`src/rtl/bpc_pkg.sv`:
```
package bpc_pkg;

   typedef enum logic [2:0] {
      CND_EQ   = 3'b000,
      CND_NE   = 3'b001,
      CND_LTU  = 3'b010,
      CND_GEU  = 3'b011,
      CND_LT   = 3'b100,
      CND_GE   = 3'b101,
      CND_RSV6 = 3'b110,
      CND_RSV7 = 3'b111
   } cond_e;

   typedef struct packed {
      logic z;
      logic n;
      logic v;
      logic c;
   } flags_t;

   typedef enum logic [1:0] {
      SEL_SEQ  = 2'b00,
      SEL_BR   = 2'b01,
      SEL_JMP  = 2'b10,
      SEL_JALR = 2'b11
   } sel_e;

endpackage

```
`src/rtl/bpc_flags.sv`:
```
module bpc_flags
   import bpc_pkg::*;
#(
   parameter int XLEN = 16
) (
   input  logic [XLEN-1:0] opa_i,
   input  logic [XLEN-1:0] opd_i,
   output flags_t          flags_o
);
   localparam int MSB = XLEN - 1;

   logic [XLEN:0] diff;

   // A + ~D + 1: the top bit is the carry, which is 1 when no borrow occurs
   assign diff = {1'b0, opa_i} + {1'b0, ~opd_i} + {{XLEN{1'b0}}, 1'b1};

   always_comb begin
      flags_o.c = diff[XLEN];
      flags_o.z = (diff[MSB:0] == '0);
      flags_o.n = diff[MSB];
      flags_o.v = (opa_i[MSB] != opd_i[MSB]) && (diff[MSB] != opa_i[MSB]);
   end

endmodule

```
`src/rtl/bpc_cond_eval.sv`:
```
module bpc_cond_eval
   import bpc_pkg::*;
(
   input  flags_t     flags_i,
   input  logic [2:0] cond_i,
   output logic       hit_o
);
   cond_e cnd;
   assign cnd = cond_e'(cond_i);

   always_comb begin
      unique case (cnd)
         CND_EQ:   hit_o =  flags_i.z;
         CND_NE:   hit_o = ~flags_i.z;
         CND_LTU:  hit_o = ~flags_i.c;
         CND_GEU:  hit_o =  flags_i.c;
         CND_LT:   hit_o =  flags_i.n ^ flags_i.v;
         CND_GE:   hit_o = ~(flags_i.n ^ flags_i.v);
         CND_RSV6,
         CND_RSV7: hit_o = 1'b0;
         default:  hit_o = 1'b0;
      endcase
   end

endmodule

```
`src/rtl/bpc_target.sv`:
```
module bpc_target
   import bpc_pkg::*;
#(
   parameter int XLEN = 16,
   parameter int AW   = 24
) (
   input  logic [AW-1:0]   pc_i,
   input  logic [XLEN-1:0] opa_i,
   input  logic [XLEN-1:0] opb_i,
   input  logic [AW-1:0]   br_off_i,
   input  logic [AW-1:0]   tgt_off_i,
   input  sel_e            sel_i,
   output logic [AW-1:0]   next_pc_o,
   output logic [AW-1:0]   link_o
);
   logic [AW-1:0] opa_w;
   logic [AW-1:0] opb_w;
   logic [AW-1:0] pc_inc;
   logic [AW-1:0] jmp_base;

   // Fit register values to the address width: zero-extend or truncate
   generate
      if (XLEN >= AW) begin : g_trunc
         assign opa_w = opa_i[AW-1:0];
         assign opb_w = opb_i[AW-1:0];
      end else begin : g_zext
         localparam int PAD = AW - XLEN;
         assign opa_w = {{PAD{1'b0}}, opa_i};
         assign opb_w = {{PAD{1'b0}}, opb_i};
      end
   endgenerate

   assign pc_inc = pc_i + {{(AW-1){1'b0}}, 1'b1};
   assign link_o = pc_inc;

   // Jump and jump-and-link share one adder. Only the index term differs.
   assign jmp_base = (sel_i == SEL_JALR) ? (opa_w + opb_w) : opa_w;

   always_comb begin
      unique case (sel_i)
         SEL_BR:            next_pc_o = pc_i + br_off_i;
         SEL_JMP, SEL_JALR: next_pc_o = jmp_base + tgt_off_i;
         default:           next_pc_o = pc_inc;
      endcase
   end

endmodule

```
`src/rtl/bpc_unit.sv`:
```
module bpc_unit
   import bpc_pkg::*;
#(
   parameter int XLEN      = 16,
   parameter int AW        = 24,
   parameter int OUT_STAGE = 1
) (
   input  logic            clk,
   input  logic            rst_n,
   input  logic            br_en_i,
   input  logic            jmp_en_i,
   input  logic            lnk_en_i,
   input  logic [2:0]      cond_i,
   input  logic [XLEN-1:0] opa_i,
   input  logic [XLEN-1:0] opd_i,
   input  logic [XLEN-1:0] opb_i,
   input  logic [AW-1:0]   br_off_i,
   input  logic [AW-1:0]   tgt_off_i,
   input  logic [AW-1:0]   pc_i,
   output logic [AW-1:0]   next_pc_o,
   output logic            taken_o,
   output logic [AW-1:0]   link_o
);
   // Elaboration-time parameter checks
   generate
      if (XLEN < 2) begin : g_bad_xlen
         $error("bpc_unit: XLEN must be at least 2");
      end
      if (AW < 2) begin : g_bad_aw
         $error("bpc_unit: AW must be at least 2");
      end
      if (OUT_STAGE != 0 && OUT_STAGE != 1) begin : g_bad_stage
         $error("bpc_unit: OUT_STAGE must be 0 or 1");
      end
   endgenerate

   flags_t        flg;
   logic          cond_hit;
   sel_e          sel;
   logic [AW-1:0] npc_c;
   logic [AW-1:0] link_c;
   logic          taken_c;

   bpc_flags #(.XLEN(XLEN)) u_flags (
      .opa_i   (opa_i),
      .opd_i   (opd_i),
      .flags_o (flg)
   );

   bpc_cond_eval u_cond (
      .flags_i (flg),
      .cond_i  (cond_i),
      .hit_o   (cond_hit)
   );

   // Priority: jump-and-link, then jump, then conditional branch
   always_comb begin
      if (lnk_en_i)                 sel = SEL_JALR;
      else if (jmp_en_i)            sel = SEL_JMP;
      else if (br_en_i && cond_hit) sel = SEL_BR;
      else                          sel = SEL_SEQ;
   end

   assign taken_c = (sel != SEL_SEQ);

   bpc_target #(.XLEN(XLEN), .AW(AW)) u_tgt (
      .pc_i      (pc_i),
      .opa_i     (opa_i),
      .opb_i     (opb_i),
      .br_off_i  (br_off_i),
      .tgt_off_i (tgt_off_i),
      .sel_i     (sel),
      .next_pc_o (npc_c),
      .link_o    (link_c)
   );

   generate
      if (OUT_STAGE == 1) begin : g_reg
         always_ff @(posedge clk or negedge rst_n) begin
            if (!rst_n) begin
               next_pc_o <= '0;
               taken_o   <= 1'b0;
               link_o    <= '0;
            end else begin
               next_pc_o <= npc_c;
               taken_o   <= taken_c;
               link_o    <= link_c;
            end
         end
      end else begin : g_comb
         assign next_pc_o = rst_n ? npc_c   : '0;
         assign taken_o   = rst_n & taken_c;
         assign link_o    = rst_n ? link_c  : '0;
      end
   endgenerate

endmodule

```
`config.mk`:
```
export PLATFORM = sky130hd
export DESIGN_NAME = bpc_unit
export DESIGN_NICKNAME = d
export VERILOG_FILES = /design/src/rtl/bpc_pkg.sv /design/src/rtl/bpc_flags.sv /design/src/rtl/bpc_cond_eval.sv /design/src/rtl/bpc_target.sv /design/src/rtl/bpc_unit.sv
export SDC_FILE = /design/constraint.sdc
export NUM_CORES = 1
export LEC_CHECK = 0
export ABC_CLOCK_PERIOD_IN_PS = 800
export BUFFER_PORTS_ARGS = -buffer_cell sky130_fd_sc_hd__buf_2
export CORE_ASPECT_RATIO = 1.5
export CORE_MARGIN = 5
export CORE_UTILIZATION = 45
export DETAILED_ROUTE_END_ITERATION = 10
export GPL_ROUTABILITY_DRIVEN = 0
export GPL_TIMING_DRIVEN = 0
export PLACE_DENSITY_LB_ADDON = 0.2
export SKIP_LAST_GASP = 1
export SLEW_MARGIN = 30
export SYNTH_ARGS = -nofsm -noshare
export SYNTH_HDL_FRONTEND = slang
export SYNTH_SLANG_ARGS = --single-unit
```
`constraint.sdc`:
```
create_clock -name clk -period 0.8 [get_ports clk]
set_clock_uncertainty 0.1 [all_clocks]
set_input_delay 0 -clock clk [delete_from_list [all_inputs] [get_ports clk]]
set_output_delay 0 -clock clk [all_outputs]
set_load 0.03 [all_outputs]
```
* After elaboration in Yosys (flattened, before gate mapping)
Cells that the tools add are included.
** Cells by class
- Reductions and logical operators :: 7
- Muxes and demuxes :: 6
- Bitwise operators :: 5
- Add/sub/neg operators :: 6
- Equality and inequality tests :: 12
** Operators with widths (number)
- $add A24 B24 Y24 :: 2
- $pmux W24 S2 :: 1
- $add A16 B16 Y17 :: 2
- $add A24 B1 Y24 const B :: 1
- $mux W24 :: 1
- $add A17 B1 Y17 const B :: 1
- $logic_not A16 Y1 :: 1
- $not A16 Y16 :: 1
- $eq A3 B3 Y1 const B :: 4
- $pmux W1 S7 :: 1
- $eq A3 B2 Y1 const B :: 2
- $eq A2 B2 Y1 const B :: 2
- $mux W2 :: 2
- $reduce_or A2 Y1 :: 2
- $eq A3 B1 Y1 const B :: 1
- $logic_not A3 Y1 :: 1
- $not A1 Y1 :: 3
- $eq A2 B1 Y1 const B :: 1
- $logic_and A1 B1 Y1 :: 2
- $ne A1 B1 Y1 :: 2
- $reduce_bool A2 Y1 :: 1
- $mux W1 :: 1
- $xor A1 B1 Y1 :: 1
** Word-level totals
- Register bits :: 49
- Output and inout port bits :: 49
- Logic and storage cells :: 39

* Longest topological paths before layout
- Depth after elaboration :: 16
- Depth in mapped cells :: 20
- Mapped depth without buffers :: 20

* Hierarchy
Synthesis repeated with hierarchy kept, for this count alone.
** Unflattened totals
- Cell total of the unflattened synthesis :: 801
- Area total of the unflattened synthesis :: 6403.6 um^2
** By module, submodules not included
- bpc_target :: times used 1, cells an instance 597, area an instance 4082.7 um^2
- bpc_unit :: times used 1, cells an instance 53, area an instance 1260.0 um^2
- bpc_flags :: times used 1, cells an instance 144, area an instance 1001.0 um^2
- bpc_cond_eval :: times used 1, cells an instance 7, area an instance 60.1 um^2

* Worst setup path before layout
Ideal clock, no wire load.
- Kind :: input to register
- Start :: input port opa_i[0]
- End :: register next_pc_o[16]
- Slack :: -3.296 ns
- Buffers on the path :: 0
- Stages :: 19
- Data arrival time :: 3.870 ns
- Setup time :: 0.126 ns
- Cells stage by stage :: ha_1 fa_1 a21o_1 a21oi_1 o21bai_1 a21oi_1 o21bai_1 a211o_1 a21o_1 a21oi_1 xnor2_1 mux2_2 ha_1 a211o_1 o31ai_1 o21bai_1 a211oi_1 nor3_1 a311o_1
** Between the ends
- Longest elaborated chain between the ends :: 15
- Elaborated cells on any way between the ends :: 22
- Classes of those cells :: 4 x add/sub; 4 x eq/ne; 6 x mux; 4 x bitwise; 4 x reduce/logical
** RTL lines
- start: declaration :: RTL line bpc_unit.sv:14 : input logic [XLEN-1:0] opa_i,
- $add A16 B16 Y17 :: RTL line bpc_flags.sv:15 : assign diff = {1'b0, opa_i} + {1'b0, ~opd_i} + {{XLEN{1'b0}}, 1'b1};
- $add A17 B1 Y17 :: RTL line bpc_flags.sv:15
- $ne A1 B1 Y1 :: RTL line bpc_flags.sv:21 : flags_o.v = (opa_i[MSB] != opd_i[MSB]) && (diff[MSB] != opa_i[MSB]);
- $logic_and A1 B1 Y1 :: RTL line bpc_flags.sv:21
- $xor A1 B1 Y1 :: RTL line bpc_cond_eval.sv:17, bpc_cond_eval.sv:18
- $not A1 Y1 :: RTL line bpc_cond_eval.sv:18 : CND_GE: hit_o = ~(flags_i.n ^ flags_i.v);
- $pmux W1 S7 :: RTL line bpc_cond_eval.sv:12 : unique case (cnd)
- $logic_and A1 B1 Y1 :: RTL line bpc_unit.sv:60 : else if (br_en_i && cond_hit) sel = SEL_BR;
- $mux W1 :: RTL line bpc_unit.sv:60
- $mux W2 :: RTL line bpc_unit.sv:59 : else if (jmp_en_i) sel = SEL_JMP;
- $mux W2 :: RTL line bpc_unit.sv:58 : if (lnk_en_i) sel = SEL_JALR;
- $eq A2 B2 Y1 :: RTL line bpc_target.sv:37, bpc_target.sv:40
- $mux W24 :: RTL line bpc_target.sv:37 : assign jmp_base = (sel_i == SEL_JALR) ? (opa_w + opb_w) : opa_w;
- $add A24 B24 Y24 :: RTL line bpc_target.sv:42 : SEL_JMP, SEL_JALR: next_pc_o = jmp_base + tgt_off_i;
- $pmux W24 S2 * :: RTL line bpc_target.sv:40 : unique case (sel_i)
- via npc_c[16] :: RTL line bpc_unit.sv:40 : logic [AW-1:0] npc_c;
- end signal: assignment :: RTL line bpc_unit.sv:85 : next_pc_o <= npc_c;
- end: declaration :: RTL line bpc_unit.sv:20 : output logic [AW-1:0] next_pc_o,
The timed path passes the listed nets; every way through them passes the cells marked *.

* Final worst setup path
- Start :: input port opd_i[1]
- End :: register next_pc_o[7]
** Between the ends
- Longest elaborated chain between the ends :: 16
- Elaborated cells on any way between the ends :: 22
- Classes of those cells :: 3 x add/sub; 4 x eq/ne; 6 x mux; 5 x bitwise; 4 x reduce/logical
** RTL lines
- start: declaration :: RTL line bpc_unit.sv:15 : input logic [XLEN-1:0] opd_i,
- $not A16 Y16 * :: RTL line bpc_flags.sv:15
- $add A16 B16 Y17 * :: RTL line bpc_flags.sv:15
- $add A17 B1 Y17 * :: RTL line bpc_flags.sv:15
- $ne A1 B1 Y1 :: RTL line bpc_flags.sv:21
- $logic_and A1 B1 Y1 :: RTL line bpc_flags.sv:21
- $xor A1 B1 Y1 :: RTL line bpc_cond_eval.sv:17, bpc_cond_eval.sv:18
- $not A1 Y1 :: RTL line bpc_cond_eval.sv:18
- $pmux W1 S7 * :: RTL line bpc_cond_eval.sv:12
- $logic_and A1 B1 Y1 * :: RTL line bpc_unit.sv:60
- $mux W1 * :: RTL line bpc_unit.sv:60
- $mux W2 * :: RTL line bpc_unit.sv:59
- $mux W2 * :: RTL line bpc_unit.sv:58
- $eq A2 B2 Y1 :: RTL line bpc_target.sv:37, bpc_target.sv:40
- $mux W24 :: RTL line bpc_target.sv:37
- $add A24 B24 Y24 :: RTL line bpc_target.sv:42
- $pmux W24 S2 * :: RTL line bpc_target.sv:40
- via npc_c[7] :: RTL line bpc_unit.sv:40
Marks and branches as above.

==> results.toml <==
[status]
status = "finished, violations left"
violations = "hold timing, setup timing"

[finish]
syn_to_final_growth_pct = 49.2
fillCellCount = 956
layout.nets = 1106
drive_gt1_frac = 0.380
antenna_cells = 0
seq_area_um2 = 1230
fin_util = 0.684
design_area_um2 = 8560
multi_input_area_um2 = 5060

[synthesis]
yosysSeqAreaShare = 0.214
synth_compound_area_frac = 0.214
syn-cell-area_um2 = 5740
ys_types = 66
syn_area_per_cell_um2 = 8.53
yosys.area_share.simple = 0.165
synthMuxAreaShare = 0.0696
synth-edff-count = 0
synthXorXnorAreaFrac = 0.122
ys_warn_count = 0
synth_top_family_by_area = "compound AO/OA/AOI/OAI gates"
yosysMostFrequentCell = "ha_1"
synth_common_cells = "ha_1, a21oi_1, dfrtp_1, xnor2_1, nor2_1"
ys_ff_latch = 49
synth_top_area_cell = "dfrtp_1"
synth_top_flop_cell = "dfrtp_1"
syn_nets = 882
synth_area_leaders = "dfrtp_1, ha_1, xnor2_1"
syn_inst = 673
synthAdderAreaFrac = 0.182
synth_top_area_frac = 0.214
synthArstFlopShare = 1.00

[grt]
antenna_found_initial = 0
grtUsageTotal = 0.233
grt_pass1_wl_um = 28500
first_global_vias = 6287
grt.overflow.total = 0
grt_max_degree = 50

[drt]
wl_per_cell_um = 18.1
ant_nets = 0
dr.pass1.iters = 5
via_per_inst = 5.72
drt_iter0_markers = 197
drcViolationCount = 0
routed_wl_um = 19100
vias = 6025

[setup_path]
cp.arrival_ns = 3.94
endpoint_kind = "flip-flop"
startpoint_type = "input pin"
critPathMaxFanout = 7
worstSetupPathType = "in2reg"
crit_required_ns = 0.89

[floorplanning]
core.rowCount = 50
start_util = 0.459
dieArea_um2 = 15200
fp.dieW_um = 102
core_um2 = 12500
die_y_um = 148
ios = 177

[pwr]
p_per_area_nw_per_um2 = 1470
p_total_mw = 12.6
p_leak_nw = 4.06
vdd_drop_max_mv = 0.944

[placed_design]
io_buffers = 176
place.detailed.hpwl_um = 14300
dpl_cell_area_um2 = 7080

[sta]
setup_viol = 91
hold_viol = 79
fin_ws_ns = -3.05
hold_ws_ns = -0.383
grt_setup_unrepaired = "yes"
tightest_slew_ns = 0.824
fmax_ghz = 0.259
maxSlewViolCount = 0
slew_headroom = 0.451
min_period_ns = 3.85
period_share = 4.82

[clocking]
htreeDepth = 2
cts_tree = "done"
ctsRootBufferMaster = "clkbuf_16"
cts_buffers = 5
clock-sinks = 49
hold_buffers = 1
cts.clk_slew.worst_paths_ns = 0.07
clockBufferDepth = 2

[job]
drv_cap = 0

[min_path]
hold_path_class = "in2async"
[worst max-delay path by stage]
stage / from / end
floorplan: opa_i[0] / next_pc_o[16]$_DFF_PN0_
global placement: opd_i[1] / next_pc_o[7]$_DFF_PN0_
detailed placement: opd_i[1] / next_pc_o[7]$_DFF_PN0_
CTS: opd_i[1] / next_pc_o[11]$_DFF_PN0_
global route: opa_i[0] / next_pc_o[17]$_DFF_PN0_
finish: opd_i[1] / next_pc_o[7]$_DFF_PN0_
[critical path, cell delays in order]
cell and delay, ns:
buf_8 0.09, inv_12 0.03, ha_4 0.24, nor2b_4 0.17
o221ai_4 0.14, a211oi_4 0.34, o31ai_4 0.12, a21oi_2 0.18
fa_2 0.51, a2111oi_4 0.20, o211ai_1 0.20, a2111oi_4 0.29
a21boi_1 0.12, or4b_4 0.66, buf_12 0.19, or3_1 0.30
o211ai_1 0.13
[cell usage in the layout, fill, tap and decap left out, types with 7 or more instances in the layout]
master | synthesis | layout
o21ai_0 | 35 | 23
nand2_1 | 43 | 36
and3_1 | 17 | 12
inv_1 | 35 | 34
o21bai_1 | 7 | 7
a31oi_1 | 9 | 8
o21a_1 | 8 | 8
mux2i_1 | 26 | 21
a21oi_1 | 51 | 45
nor2_1 | 47 | 44
buf_2 | 2 | 117
o21ai_1 | 2 | 10
clkbuf_16 | 0 | 7
nand3_1 | 27 | 19
xor2_1 | 31 | 26
dfrtp_1 | 49 | 49
a21o_1 | 15 | 15
buf_6 | 1 | 60
mux2_2 | 11 | 9
ha_1 | 77 | 64
buf_4 | 0 | 27
clkbuf_1 | 11 | 10
xnor2_2 | 0 | 8
ha_4 | 0 | 7
xnor2_1 | 49 | 36
nor3_1 | 19 | 18
[metrics by stage]
stage,setup slack [ns],TNS (ns),hold slack (ns),cells
floorplan,-2.98,-75.25,-0.396,673
global placement,-3.83,-115.16,0.127,1005
detailed placement,-3.88,-105.02,-0.0451,1005
CTS,-3.08,-84.76,-0.357,1039
global route,-3.22,-90.83,-0.310,1054
finish,-3.05,-85.51,-0.383,1054
[logic make-up (layout without fill, tap and decap cells)]
group / after synthesis / count (layout)
AND/OR/NAND/NOR: 193 / 193
AO/OA/AOI/OAI: 183 / 183
adder cells (fa/ha/maj): 81 / 81
XOR/XNOR: 80 / 80
flip-flops: 49 / 49
buffers and inverters: 49 / 274
multiplexers: 38 / 38
[power by group]
part	switching (mW)	internal (mW)
combinational	4.00	3.44
sequential	0.236	2.87
clock	0.919	1.15
total	5.15	7.46
[final cells by class]
type / count / share of cell area
Multi-Input combinational cell: 575 / 0.591
Clock buffer: 6 / 0.0150
Clock inverter: 2 / 0.00117
Tap cell: 156 / 0.0228
Sequential cell: 49 / 0.143
Timing Repair Buffer: 218 / 0.199
Inverter: 35 / 0.0168
Buffer: 13 / 0.0110
[what timing repair did]
action                                 CTS  global route
endpoints found under the hold margin   81            76
setup endpoints to repair               91            92
buffers inserted                        25            14
gates resized for setup                176            41
pin swaps                               47            32
gates cloned                             1             2
[per-layer routing]
metal,GRT usage,routed length (um),vias to the layer above
met5,0,0,-
met4,0.0860,570,0
met3,0.0338,1030,41
met2,0.461,10700,215
met1,0.237,6720,2855
li1,-,-,2914
[registers in the layout, summed over array words and instances (netlist names)]
name,cells
link_o,24
next_pc_o,24
taken_o,1
Power figures use the tool's default switching activity.
